<file path="config.mk">
export PLATFORM = sky130hd
export DESIGN_NAME = strm_dbl_framer
export DESIGN_NICKNAME = d
export VERILOG_FILES = /design/src/rtl/dblfrm_pkg.sv /design/src/rtl/dblfrm_beat_ctr.sv /design/src/rtl/dblfrm_side_gen.sv /design/src/rtl/dblfrm_out_stage.sv /design/src/rtl/strm_dbl_framer.sv
export SDC_FILE = /design/constraint.sdc
export NUM_CORES = 1
export LEC_CHECK = 0
export BUFFER_PORTS_ARGS = -buffer_cell sky130_fd_sc_hd__buf_2
export CORE_MARGIN = 2
export CORE_UTILIZATION = 30
export CTS_CLUSTER_DIAMETER = 200
export DETAILED_ROUTE_END_ITERATION = 12
export SETUP_SLACK_MARGIN = 0.1
export SLEW_MARGIN = 20
export SYNTH_ARGS = -nofsm -noshare
export SYNTH_HDL_FRONTEND = slang
export SYNTH_SLANG_ARGS = --single-unit
</file>
<file path="constraint.sdc">
create_clock -name clk -period 1.28 [get_ports clk]
set_input_delay 0.128 -clock clk [delete_from_list [all_inputs] [get_ports clk]]
set_output_delay 0.128 -clock clk [all_outputs]
set_load 0.01 [all_outputs]
</file>
<file path="src/rtl/dblfrm_pkg.sv">
package dblfrm_pkg;

    localparam int unsigned DFLT_DATA_W      = 16;
    localparam int unsigned DFLT_FRAME_BEATS = 10;

    // Side-channel flags carried with each outgoing beat
    typedef struct packed {
        logic user;
        logic last;
    } side_t;

    // Flags for the beat at position idx of a frame of frame_beats beats
    function automatic side_t make_side(input int unsigned idx,
                                        input int unsigned frame_beats);
        side_t s;
        s.user = ((idx & 32'd1) == 32'd0);
        s.last = (idx == frame_beats - 1);
        return s;
    endfunction

endpackage

</file>
<file path="src/rtl/dblfrm_beat_ctr.sv">
module dblfrm_beat_ctr #(
    parameter int unsigned FRAME_BEATS = 10,
    parameter int unsigned IDX_W       = $clog2(FRAME_BEATS)
) (
    input  logic             clk,
    input  logic             rst,
    input  logic             adv,
    output logic [IDX_W-1:0] idx
);
    localparam logic [IDX_W-1:0] LAST_IDX = IDX_W'(FRAME_BEATS - 1);

    generate
        if ((FRAME_BEATS & (FRAME_BEATS - 1)) == 0) begin : g_pow2
            // natural wrap of the counter width
            always_ff @(posedge clk) begin
                if (rst)      idx <= '0;
                else if (adv) idx <= idx + 1'b1;
            end
        end else begin : g_cmp
            always_ff @(posedge clk) begin
                if (rst)      idx <= '0;
                else if (adv) idx <= (idx == LAST_IDX) ? '0 : idx + 1'b1;
            end
        end
    endgenerate

endmodule

</file>
<file path="src/rtl/dblfrm_side_gen.sv">
module dblfrm_side_gen
    import dblfrm_pkg::*;
#(
    parameter int unsigned FRAME_BEATS = 10,
    parameter int unsigned IDX_W       = $clog2(FRAME_BEATS),
    parameter int unsigned KEEP_W      = 2
) (
    input  logic [IDX_W-1:0]  idx,
    output logic [KEEP_W-1:0] keep,
    output side_t             side
);
    always_comb begin
        keep = '1;
        side = make_side(32'(idx), FRAME_BEATS);
    end
endmodule

</file>
<file path="src/rtl/dblfrm_out_stage.sv">
module dblfrm_out_stage #(
    parameter int unsigned DATA_W = 16
) (
    input  logic              clk,
    input  logic              rst,
    input  logic              in_valid,
    input  logic [DATA_W-1:0] in_data,
    output logic              in_ready,
    output logic              out_valid,
    output logic [DATA_W-1:0] out_data,
    input  logic              out_ready
);
    logic load;

    assign in_ready = out_ready | ~out_valid;
    assign load     = in_valid & in_ready;

    always_ff @(posedge clk) begin
        if (rst) begin
            out_valid <= 1'b0;
        end else if (load) begin
            out_valid <= 1'b1;
        end else if (out_ready) begin
            out_valid <= 1'b0;
        end
    end

    always_ff @(posedge clk) begin
        if (load) out_data <= {in_data[DATA_W-2:0], 1'b0};
    end
endmodule

</file>
<file path="src/rtl/strm_dbl_framer.sv">
module strm_dbl_framer
    import dblfrm_pkg::*;
#(
    parameter int unsigned DATA_W      = DFLT_DATA_W,
    parameter int unsigned FRAME_BEATS = DFLT_FRAME_BEATS
) (
    input  logic                clk,
    input  logic                rst,
    input  logic [DATA_W-1:0]   s_tdata,
    input  logic [DATA_W/8-1:0] s_tkeep,
    input  logic                s_tuser,
    input  logic                s_tlast,
    input  logic                s_tvalid,
    output logic                s_tready,
    output logic [DATA_W-1:0]   m_tdata,
    output logic [DATA_W/8-1:0] m_tkeep,
    output logic                m_tuser,
    output logic                m_tlast,
    output logic                m_tvalid,
    input  logic                m_tready
);
    localparam int unsigned KEEP_W = DATA_W / 8;
    localparam int unsigned IDX_W  = $clog2(FRAME_BEATS);

    logic [IDX_W-1:0] beat_idx;
    side_t            side;
    logic             out_fire;
    logic             unused_side_in;

    // input side channels are deliberately dropped
    assign unused_side_in = ^{s_tkeep, s_tuser, s_tlast};

    dblfrm_out_stage #(.DATA_W(DATA_W)) u_stage (
        .clk      (clk),
        .rst      (rst),
        .in_valid (s_tvalid),
        .in_data  (s_tdata),
        .in_ready (s_tready),
        .out_valid(m_tvalid),
        .out_data (m_tdata),
        .out_ready(m_tready)
    );

    assign out_fire = m_tvalid & m_tready;

    dblfrm_beat_ctr #(.FRAME_BEATS(FRAME_BEATS), .IDX_W(IDX_W)) u_ctr (
        .clk(clk),
        .rst(rst),
        .adv(out_fire),
        .idx(beat_idx)
    );

    dblfrm_side_gen #(.FRAME_BEATS(FRAME_BEATS), .IDX_W(IDX_W), .KEEP_W(KEEP_W)) u_side (
        .idx (beat_idx),
        .keep(m_tkeep),
        .side(side)
    );

    assign m_tuser = side.user;
    assign m_tlast = side.last;

endmodule

</file>
-- Word-level counts from Yosys, hierarchy flattened
Index checks and enable logic that the tools add are counted.
- bitwise gates (word level): 4
- reduce and logical (&&, ||, !) cells: 2
- div/mod/pow operators: 0
- multiplexer cells: 3
- add/sub/neg operators: 1
- multiply operators: 0
- magnitude comparators: 0
- shift-type cells: 0
- eq/ne operators: 1
- operator list (kind ; count):
    32-bit logical NOT ; 1
    4-bit by 1-bit adder with 4-bit output (second input constant) ; 1
    4-bit == test (second input constant) ; 1
    4-bit two-way mux ; 1
    1-bit AND ; 2
    1-bit two-way mux ; 2
    2-bit nonzero test ; 1
    1-bit inverter ; 1
    1-bit OR ; 1
- word-level logic and storage cells: 14
- RAM bits: 0
- memory bits (read-only): 0
- register bits: 20
- latch bits: 0
- input bits: 24
- memories kept: 0
- output and inout bits: 22

-- Logic depth before layout (Yosys ltp)
Gate-level depths: netlist of run 1.
- depth in word-level cells: 4
- mapped depth: 3
- depth with buffers taken out: 3

-- Cells and area by module
A second synthesis of run 1 with hierarchy kept.
- cells, all modules: 46
- area, all modules: 737.0 µm²
- modules (own cells, without submodules) (module ; instances ; seq. area each (µm²) ; cells each ; area each (µm²)):
    dblfrm_out_stage ; 1 ; 470.5 ; 22 ; 516.7
    dblfrm_beat_ctr ; 1 ; 80.1 ; 18 ; 178.9
    dblfrm_side_gen ; 1 ; 0.0 ; 5 ; 35.0
    strm_dbl_framer ; 1 ; 0.0 ; 1 ; 6.3

-- Least setup slack after synthesis of run 1
No wires, ideal clock.
- path type: reg-to-reg
- start: register u_stage.out_valid
- end: register u_stage.out_data[10], enable pin
- setup slack: -54 ps
- arrival time: 962 ps
- path buffers: 0
- data required time: 908 ps
- library setup time: 372 ps
- stages on the path, launching flop included: 3
- period minus slack after synthesis: 1334 ps
- cell sequence: dfxtp_1 > nand2b_1 > and2_1
- word-level cells in the longest chain between the ends: 3
- RTL lines (item ; RTL line ; source):
    start, declared ; dblfrm_out_stage.sv:9 ; output logic out_valid,
    start signal, assigned ; dblfrm_out_stage.sv:20 ; out_valid <= 1'b0;
    start signal, assigned ; dblfrm_out_stage.sv:22 ; out_valid <= 1'b1;
    start signal, assigned ; dblfrm_out_stage.sv:24 ; out_valid <= 1'b0;
    1-bit inverter ; dblfrm_out_stage.sv:15 ; assign in_ready = out_ready | ~out_valid;
    1-bit OR ; dblfrm_out_stage.sv:15 ;
    via s_tready ; strm_dbl_framer.sv:14 ; output logic s_tready,
    1-bit AND ; dblfrm_out_stage.sv:16 ; assign load = in_valid & in_ready;
    via u_stage.load ; dblfrm_out_stage.sv:13 ; logic load;
    end signal, assigned ; dblfrm_out_stage.sv:29 ; if (load) out_data <= {in_data[DATA_W-2:0], 1'b0};
    end, declared ; dblfrm_out_stage.sv:10 ; output logic [DATA_W-1:0] out_data,
The timed path passes the listed nets, and every way through them passes these cells.
A chain may end at the register's enable or synchronous reset.

-- Final worst setup path of run 1
- start: register u_ctr.idx[3]
- end: output m_tlast
- word-level cells in the longest chain between the ends: 1
- RTL lines (item ; RTL line ; source):
    start, declared ; dblfrm_beat_ctr.sv:8 ; output logic [IDX_W-1:0] idx
    start signal, assigned ; dblfrm_beat_ctr.sv:22 ; else if (adv) idx <= (idx == LAST_IDX) ? '0 : idx + 1'b1;
    4-bit == test ; dblfrm_pkg.sv:17 ; s.last = (idx == frame_beats - 1);
    end, declared ; strm_dbl_framer.sv:18 ; output logic m_tlast,
No other way between the ends.

==> results of run 1 <==
-- metal layers --
metal / share of wire / vias to the layer above / wire, um
met4: 0.0059 / 0 / 8
met3: 0.10 / 2 / 140
li1: - / 271 / -
met1: 0.42 / 238 / 566
met2: 0.47 / 31 / 635
met5: 0 / - / 0
-- worst min-delay path by stage --
stage | cells past startpoint | startpoint | slack (ns) | to
finish | 2 | rst | 0.04 | u_ctr.idx[1]
detailed placement | 1 | s_tdata[3] | 0.31 | u_stage.out_data[4]
global route | 2 | rst | 0.02 | u_ctr.idx[1]
global placement | 1 | s_tdata[11] | 0.31 | u_stage.out_data[12]
floorplan | 1 | rst | 0.19 | u_ctr.idx[1]
CTS | 1 | s_tdata[14] | 0.001 | u_stage.out_data[15]
-- per-stage QoR --
step / setup slack (ns) / cells / hold WS (ns)
after floorplan: 0.117 / 48 / 0.190
after global placement: 0.142 / 110 / 0.306
after detailed placement: 0.126 / 110 / 0.306
after CTS: 0.0699 / 125 / 0.00131
after global routing: -0.00399 / 131 / 0.0192
final: 0.0871 / 131 / 0.0374
-- where the power goes --
part           total [mW]  internal (mW)  switching [mW]
Combinational       0.144         0.0785          0.0657
Clock               0.499          0.316           0.182
Sequential          0.745          0.734          0.0104
Total                1.39           1.13           0.258
-- repair_timing --
action / 4_1_cts / 5_1_grt
endpoints found under the setup margin: 1 / 16
cloned: 0 / 0
gates resized for setup: 3 / 1
setup buffers: 2 / 0
hold endpoints to repair: 9 / 6
hold buffers: 9 / 6
-- logic make-up (layout without fill, tap and decap cells) --
family	count (synthesis)	in the layout	share of synthesized area
xor gates and xnor gates	2	2	0.0243
AOI/OAI and AO/OA	4	4	0.0381
buffers and inverters	5	60	0.0416
and+or+nand+nor	14	14	0.123
other	2	3	0.0104
DFF	20	20	0.763
-- placed cells by master (no fill, tap or decap), types with 2 or more instances in the layout --
cell           instances
conb_1                 3
edfxtp_1              15
clkbuf_4               3
a21oi_1                2
nor2_1                 2
buf_2                 37
dfxtp_1                3
dfxtp_2                2
nand2_1                2
dlygate4sd3_1         15
buf_4                  2
inv_1                  2
-- registers in the layout, summed over array words and instances (netlist names) --
| register | cells |
|---|---|
| u_ctr.idx | 4 |
| u_stage.out_valid | 1 |
| u_stage.out_data | 15 |
-- final cells by class --
| type | count | area, um2 |
|---|---|---|
| inverters | 2 | 7.51 |
| clock buffers | 3 | 22.5 |
| flip-flops and latches | 20 | 553 |
| repair buffers | 54 | 350 |
| clock inverters | 1 | 30.0 |
| fillers | 206 | 1080 |
| multi-input cells | 23 | 153 |
| well taps | 28 | 35.0 |
==> results by group, run 1 <==
Global route
  • Initial antenna violation count: 0
  • Global Route Usage Sum: 0.0903
  • Met2 Use GR: 0.160
  • GRT Max-Usage Layer: met2
  • First-pass GRT wire length: 1.84 mm
  • Largest net degree at the start of global routing: 16
  • Number of global-route vias before repair: approximately 440
  • Grt met1 use: 0.105
  • GR Layer Usage met3: 0.0169
  • Gr ovfl total: 0

Pwr
  • Power density cells: roughly 1200 nW/um2
  • Pleak: 0.488 nW
  • Final Total Pwr: 1.39 mW
  • VDD IR max: 0.000780 V

Detailed routing
  • Final wirelength: around 1.4 mm
  • Drt wl/cell: just over 10 um
  • DRT antenna net count: 0
  • First-pass DRT Iterations: 4
  • Avg Vias per Cell: around 4.1
  • Drt drc: 0
  • DRT iter0 DRCs: 4
  • Vias: ~540

Place
  • Port buffer count: 37
  • Gp weighted congestion: roughly 0.65
  • Placed cell area: about 920 um2
  • DPL Wire Length: roughly 900 um

CTS
  • Maximum clock insertion buffer count: 2
  • CTS tree: built
  • Worst-Skew Late Latency: slightly below 0.3 ns
  • Reg clk slew, reported paths: 0.11 ns
  • Htree depth: 1
  • CTS Buf Count: 3
  • Root buf cell: clkbuf_4
  • Total clock sinks: 20

Yosys
  • Synth area leader: edfxtp_1
  • Top cell type's share of synthesized area: 0.624
  • Top-count cell post-synth: edfxtp_1
  • Mapped Cells: 47
  • YS warnings: 0
  • Main flop type after synthesis: edfxtp_1
  • Largest cells by area after synthesis: edfxtp_1, dfxtp_1, buf_4
  • Mean instance size in the synthesized netlist: 15.4 um2
  • Yosys reg bits: 20
  • Synth top cells by count: edfxtp_1, dfxtp_1, buf_4
  • Number of enable flip-flop cells after synthesis: 15
  • FFs w/ async S/R, synth: 0
  • Yosys cell types: 22
  • Netlist Area Pre-Place: about 720 um2
  • Post-synthesis sequential area ratio: 0.763

STA
  • Setup TNS: 0 ns
  • Final min period: roughly 1.2 ns
  • Final-report max-slew violation count: 0
  • Setup violators final: 0
  • RSZ-0062 raised after global routing: yes
  • Worst Skew: 0.00994 ns
  • Period utilization: 0.932
  • Max Fclk: between 0.8 and 0.9 GHz
  • Fin. Hold Viols: 0

Floorplan
  • Vert. Die Dim: between 50 and 60 um
  • Initial Utilization: 0.323
  • Top-Level Pins: 46
  • Core box area: 2230 um2
  • Die Wd: 53.1 um
  • Rows: 17
  • Die ar.: between 2000 and 3000 um2

Worst setup path
  • Critical path peak fanout: 2
  • Crit path cell chain: nor2b_4, nor3b_2, buf_2
  • WP buf/inv: 1
  • CP endpoint: m_tlast
  • Critical path required time: between 1 and 1.5 ns
  • CP Class: flop to output port
  • Crit-path slowest cell: dfxtp_2
  • Reg-to-reg endpoint: u_ctr.idx[1]
  • R2R depth: 4
  • CP max stage delay: between 0.3 and 0.4 ns
  • Startpoint type of the worst setup path: flop
  • Launch point of the worst reg-to-reg path: u_ctr.idx[3]
  • Arrival @ worst endpoint: 1.06 ns
  • Critical path capture point type: output port
  • WP depth: 3
  • CP startpoint: u_ctr.idx[3]
  • CP delay by family, top: flip-flops
  • Reg2Reg Setup Slack: about 0.17 ns

Layout
  • Design Area, Final: 1150 um2
  • Antenna diode count: 0
  • Post-layout util: 0.515
  • Fraction of layout cells with a size suffix above 1: 0.476
  • Nets: approximately 130
  • Area growth, synth to finish: 59.4%

Job
  • Max Cap Viol: 0

Hold path
  • Hold Path Class: input port to flop

Run status
  • Status: finished, final reports clean
(Power assumes the default switching activity.)
==> run 2, diff against run 1 <==
--- a/config.mk
+++ b/config.mk
@@ -14,4 +14,5 @@
 export SLEW_MARGIN = 20
 export SYNTH_ARGS = -nofsm -noshare
 export SYNTH_HDL_FRONTEND = slang
+export SYNTH_HIERARCHICAL = 1
 export SYNTH_SLANG_ARGS = --single-unit
==> run 2 against run 1 <==
Effect of this change: die area grew 1.9%; flip-flop and latch count is the same; sequential power is essentially flat; global-route usage grew 0.87 points; wire length grew 7.0%; register-to-register slack lost 0.02 ns; non-clock buffer count shrank 1; via count shrank 2.2%; sequential share of layout area grew 0.59 points; fmax grew 2.5%; count of clock-buffer cells in the layout grew 1; worst hold slack lost 0.013 ns; critical endpoint unchanged; largest power group unchanged.
==> results by group, run 2 <==
STA
  • Setup violators final: 0
  • RSZ-0062 raised after global routing: yes
  • Period utilization: 0.909
  • Final min period: around 1.2 ns
  • Setup TNS: 0 ns
  • Worst Skew: 0.0104 ns
  • Final-report max-slew violation count: 0
  • Max Fclk: ~0.86 GHz
  • Final worst setup slack: roughly 0.12 ns
  • Fin. Hold Viols: 0

Yosys
  • Mean instance size in the synthesized netlist: ~16 um2
  • Main flop type after synthesis: edfxtp_1
  • Top cell type's share of synthesized area: 0.611
  • Synth area leader: edfxtp_1
  • Synth top cells by count: edfxtp_1, dfxtp_1, buf_4, inv_1
  • Yosys cell types: 19
  • FFs w/ async S/R, synth: 0
  • Netlist Area Pre-Place: around 740 um2
  • Largest cells by area after synthesis: edfxtp_1, dfxtp_1, buf_4
  • Number of enable flip-flop cells after synthesis: 15
  • YS warnings: 6
  • Post-synthesis sequential area ratio: 0.747
  • Mapped Cells: 46
  • Top-count cell post-synth: edfxtp_1
  • Yosys reg bits: 20

Worst setup path
  • CP startpoint: u_ctr/idx[1]
  • Critical path required time: approximately 1.2 ns
  • Launch point of the worst reg-to-reg path: u_stage/out_valid
  • Reg2Reg Setup Slack: roughly 0.15 ns
  • Arrival @ worst endpoint: between 1 and 1.5 ns
  • Startpoint type of the worst setup path: flop
  • Critical path capture point type: output port
  • Critical path peak fanout: 3
  • R2R depth: 4
  • CP Class: flop to output port

Hold path
  • Worst Hold Depth: 1
  • Min-delay src: s_tdata[10]
  • Hold Path Class: input port to flop

Layout
  • Fraction of layout cells with a size suffix above 1: 0.535
  • Most frequent cells in the layout: buf_2, edfxtp_1, dlygate4sd3_1
  • Largest registers: u_stage/out_data (15), u_ctr/idx (4), u_stage/out_valid (1)
  • Max reg flops: 15
  • Area growth, synth to finish: 55.3%
  • Largest register by flop count: u_stage/out_data
  • Antenna diode count: 0
  • Nets: 126
  • Most common cell after layout, fill and taps aside: buf_2
  • Fillers: roughly 190

Floorplan
  • Die Wd: between 50 and 60 um
  • Vert. Die Dim: approximately 54 um
  • Die ar.: ~2900 um2
  • Initial Utilization: 0.324
  • Top-Level Pins: 46
  • Core box area: 2280 um2
  • Rows: 17

Global route
  • Initial antenna violation count: 0
  • Global Route Usage Sum: 0.0989
  • First-pass GRT wire length: roughly 1.9 mm
  • Largest net degree at the start of global routing: 16
  • Number of global-route vias before repair: 480
  • Gr ovfl total: 0

Detailed routing
  • Drt drc: 0
  • Vias: 530
  • Drt wl/cell: between 10 and 15 um
  • DRT iter0 DRCs: 2
  • Final wirelength: between 1 and 1.5 mm
  • Avg Vias per Cell: approximately 4.1
  • First-pass DRT Iterations: 2
  • DRT antenna net count: 0

CTS
  • Reg clk slew, reported paths: around 0.11 ns
  • CTS Buf Count: 3
  • CTS tree: built
  • Root buf cell: clkbuf_4
  • Total clock sinks: 20
  • Worst-Skew Late Latency: between 0.2 and 0.3 ns
  • Htree depth: 1
  • Maximum clock insertion buffer count: 2

Place
  • Worst slack at placement: between 0.07 and 0.08 ns
  • Gp weighted congestion: around 0.73
  • DPL Wire Length: around 970 um
  • Port buffer count: 37

Pwr
  • Power density cells: ~1100 nW/um2
  • Pleak: slightly below 0.5 nW
  • VDD IR max: ~0.00043 V

Run status
  • Status: finished, final reports clean

Job
  • Max Cap Viol: 0
==> run 2: layer usage <==
metal | part of all wire | global-route usage | up-vias
met5 | 0 | 0 | -
met3 | 0.093 | 0.0361 | 2
met2 | 0.47 | 0.171 | 30
met1 | 0.43 | 0.100 | 233
li1 | - | - | 265
met4 | 0.0097 | 0.0641 | 0
==> run 2: layout make-up <==
class / count / area (um2) / area share
Clock buffer: 4 / 36.3 / 0.0317
Sequential cell: 20 / 557 / 0.486
Timing Repair Buffer: 53 / 347 / 0.303
Tap cell: 28 / 35.0 / 0.0306
Multi-Input combinational cell: 21 / 159 / 0.139
Inverter: 3 / 11.3 / 0.00984
==> run 2: cells by family after synthesis <==
logic type,share of synthesized area
flops,0.747
simple gates,0.0985
buf+inv,0.0458
compound gates,0.0594
xor+xnor,0.0238
other cells,0.0102
mux,0.0153
==> run 2: what timing repair did <==
item                                    4_1_cts  5_1_grt
pin swaps                                     0        1
hold buffers                                  5        9
setup buffers                                 2        0
endpoints found under the setup margin        2        2
endpoints found under the hold margin         5        9
resized for setup                             5        0
==> run 2: where the power goes <==
| group | switching (mW) | internal [mW] | total [mW] |
|---|---|---|---|
| Clock | 0.173 | 0.173 | 0.346 |
| Combinational | 0.0684 | 0.0841 | 0.152 |
| Sequential | 0.0110 | 0.734 | 0.745 |
| Total | 0.252 | 0.991 | 1.24 |
==> run 2: final timing paths <==
kind | end
worst max-delay path | m_tlast
worst min register to register | u_ctr/idx[1]
worst max register to register | u_ctr/idx[3]
worst min-delay path | u_stage/out_data[11]
==> run 2: critical path: stages (launching register included) <==
cell	delay (ns)
dfxtp_4	0.36
and4bb_2	0.28
buf_6	0.10
==> run 2: metrics by stage <==
step | cell area, um2 | utilization | power (mW) | std cells | hold slack (ns)
after floorplan | 742 | - | 0.818 | 47 | 0.183
after global placement | 940 | 0.413 | 0.872 | 109 | 0.305
after detailed placement | 940 | 0.413 | 0.875 | 109 | 0.306
after CTS | 1050 | 0.463 | 1.24 | 120 | 0.00114
after global routing | 1140 | 0.503 | 1.31 | 129 | 0.00120
final | 1140 | 0.503 | 1.24 | 129 | 0.0248
==> run 3, diff against run 2 <==
--- a/config.mk
+++ b/config.mk
@@ -10,7 +10,7 @@
 export CORE_UTILIZATION = 30
 export CTS_CLUSTER_DIAMETER = 200
 export DETAILED_ROUTE_END_ITERATION = 12
-export SETUP_SLACK_MARGIN = 0.1
+export SETUP_SLACK_MARGIN = 0.3
 export SLEW_MARGIN = 20
 export SYNTH_ARGS = -nofsm -noshare
 export SYNTH_HDL_FRONTEND = slang
==> run 3 against run 2 <==
Effect of this change: cell count rose by 0.78%; die area unchanged; sequential power about the same; combinational power grew 11%; clock power down 18%; first-iteration DRC count fell by 100%.
==> results by group, run 3 (synthesized netlist as in run 2, its figures left out) <==
Run status
  • Status: finished, final reports clean

Global route
  • Gr ovfl total: 0
  • Largest net degree at the start of global routing: 12
  • Initial antenna violation count: 0
  • Number of global-route vias before repair: about 440
  • Global Route Usage Sum: 0.0950
  • First-pass GRT wire length: around 1.9 mm

Worst setup path
  • Startpoint type of the worst setup path: flop
  • CP Class: flop to output port
  • Reg2Reg Setup Slack: 0.16 ns
  • CP endpoint: m_tlast
  • R2R depth: 4
  • CP max stage delay: between 0.3 and 0.4 ns
  • Critical path capture point type: output port
  • Launch point of the worst reg-to-reg path: u_stage/out_valid
  • Critical path peak fanout: 2
  • Reg-to-reg endpoint: u_ctr/idx[3]
  • Crit-path slowest cell: dfxtp_4
  • Arrival @ worst endpoint: 1.04 ns
  • CP startpoint: u_ctr/idx[1]
  • Critical path required time: 1.15 ns
  • Crit path cell chain: and4bb_2, buf_6

Layout
  • Post-layout util: 0.517
  • Largest register by flop count: u_stage/out_data
  • Nets: 127
  • Largest registers: u_stage/out_data (15), u_ctr/idx (4), u_stage/out_valid (1)
  • Fraction of layout cells with a size suffix above 1: 0.618
  • Design Area, Final: ~1200 um2
  • Max reg flops: 15
  • Area growth, synth to finish: 59.8%
  • Fillers: between 150 and 200
  • Antenna diode count: 0
  • Most frequent cells in the layout: buf_2, edfxtp_1, dlygate4sd3_1
  • Most common cell after layout, fill and taps aside: buf_2

Pwr
  • Clock power frac: 0.237
  • Power density cells: approximately 1000 nW/um2
  • Pleak: ~0.51 nW
  • Internal: 0.948 mW
  • VDD IR max: 0.000502 V
  • Sw frac: 0.205
  • Combinational power share: 0.141
  • Seq pwr share: 0.623
  • Psw: around 0.24 mW

Detailed routing
  • Drt drc: 0
  • Final wirelength: roughly 1.4 mm
  • Vias: ~550
  • Avg Vias per Cell: about 4.2
  • DRT iter0 DRCs: 0
  • Drt wl/cell: ~11 um
  • DRT antenna net count: 0
  • First-pass DRT Iterations: 1

STA
  • Setup violators final: 0
  • Worst Skew: ~0.0032 ns
  • Setup TNS: 0 ns
  • Max Fclk: roughly 0.86 GHz
  • Minimum hold slack: roughly 0.018 ns
  • Fin. Hold Viols: 0
  • RSZ-0062 raised after global routing: yes
  • Final-report max-slew violation count: 0
  • Final worst setup slack: about 0.12 ns
  • Final min period: 1.16 ns
  • Period utilization: 0.910

CTS
  • Root buf cell: clkbuf_4
  • Reg clk slew, reported paths: roughly 0.090 ns
  • CTS Buf Count: 3
  • Worst-Skew Late Latency: approximately 0.28 ns
  • Total clock sinks: 20
  • Htree depth: 1
  • CTS tree: built
  • Maximum clock insertion buffer count: 2

Place
  • DPL Wire Length: 953 um
  • Worst slack at placement: between 0.15 and 0.2 ns
  • Placed cell area: between 900 and 1000 um2
  • Port buffer count: 37
  • Gp weighted congestion: around 0.69

Floorplan
  • Rows: 17
  • Vert. Die Dim: approximately 54 um
  • Die Wd: about 54 um
  • Core box area: between 2000 and 2500 um2
  • Die ar.: ~2900 um2
  • Initial Utilization: 0.324
  • Top-Level Pins: 46

Job
  • Max Cap Viol: 0

Hold path
  • Hold Path Class: input port to flop
  • Min-delay src: s_tdata[14]
[run 3: cell count changes in the layout (fill, tap and decap cells not counted), moves of 2 or more]
| cell | previous run | this run |
|---|---|---|
| buf_6 | 1 | 4 |
| dlygate4sd3_1 | 14 | 8 |
| buf_2 | 36 | 33 |
| dfxtp_4 | 1 | 3 |
| buf_4 | 2 | 7 |
[run 3: area by class of cell]
class | count | area, um2 | area share
clock buffer | 4 | 26.3 | 0.0223
inverter | 3 | 11.3 | 0.00956
sequential | 20 | 563 | 0.478
multi-input combinational | 22 | 179 | 0.152
timing repair buffer | 53 | 363 | 0.308
tap | 28 | 35.0 | 0.0298
[run 3: power groups by stage]
stage | sequential (mW) | clock, mW | combinational, mW
6_report | 0.743 | 0.282 | 0.168
5_1_grt | 0.747 | 0.326 | 0.183
4_1_cts | 0.743 | 0.305 | 0.134
3_5_place_dp | 0.761 | 0 | 0.114
3_3_place_gp | 0.761 | 0 | 0.112
2_1_floorplan | 0.778 | 0 | 0.0398
[run 3: per-stage QoR]
stage                     instances  power, mW
final                           130       1.19
after detailed placement        109      0.876
after global routing            130       1.26
after floorplan                  47      0.818
after global placement          109      0.873
after CTS                       118       1.18
[run 3: per-layer routing]
| metal | track usage | part of all wire | wire length (um) |
|---|---|---|---|
| met5 | 0 | 0 | 0 |
| met4 | 0.0513 | 0.0035 | 5 |
| met3 | 0.0194 | 0.11 | 156 |
| met2 | 0.158 | 0.45 | 642 |
| met1 | 0.115 | 0.44 | 632 |
[run 3: worst min-delay path by stage]
stage	to	slack, ns	cells after the start
after global routing	u_stage/out_data[2]	0.001	1
after floorplan	u_stage/out_valid	0.18	1
final	u_stage/out_data[15]	0.02	1
after detailed placement	u_stage/out_data[5]	0.31	1
after global placement	u_stage/out_data[8]	0.31	1
after CTS	u_stage/out_data[5]	0.002	1
[run 3: critical path: cells and delay by family, from the launching register on]
family / cells / cell delay, ns
flops: 1 / 0.35
buf+inv: 1 / 0.10
simple gates: 1 / 0.30
[run 3: timing repair]
item,4_1_cts,5_1_grt
setup endpoints to repair,20,26
gates cloned,1,0
buffers inserted,4,4
endpoints found under the hold margin,0,8
pin swaps,2,0
hold buffers,0,8
gates resized for setup,9,4
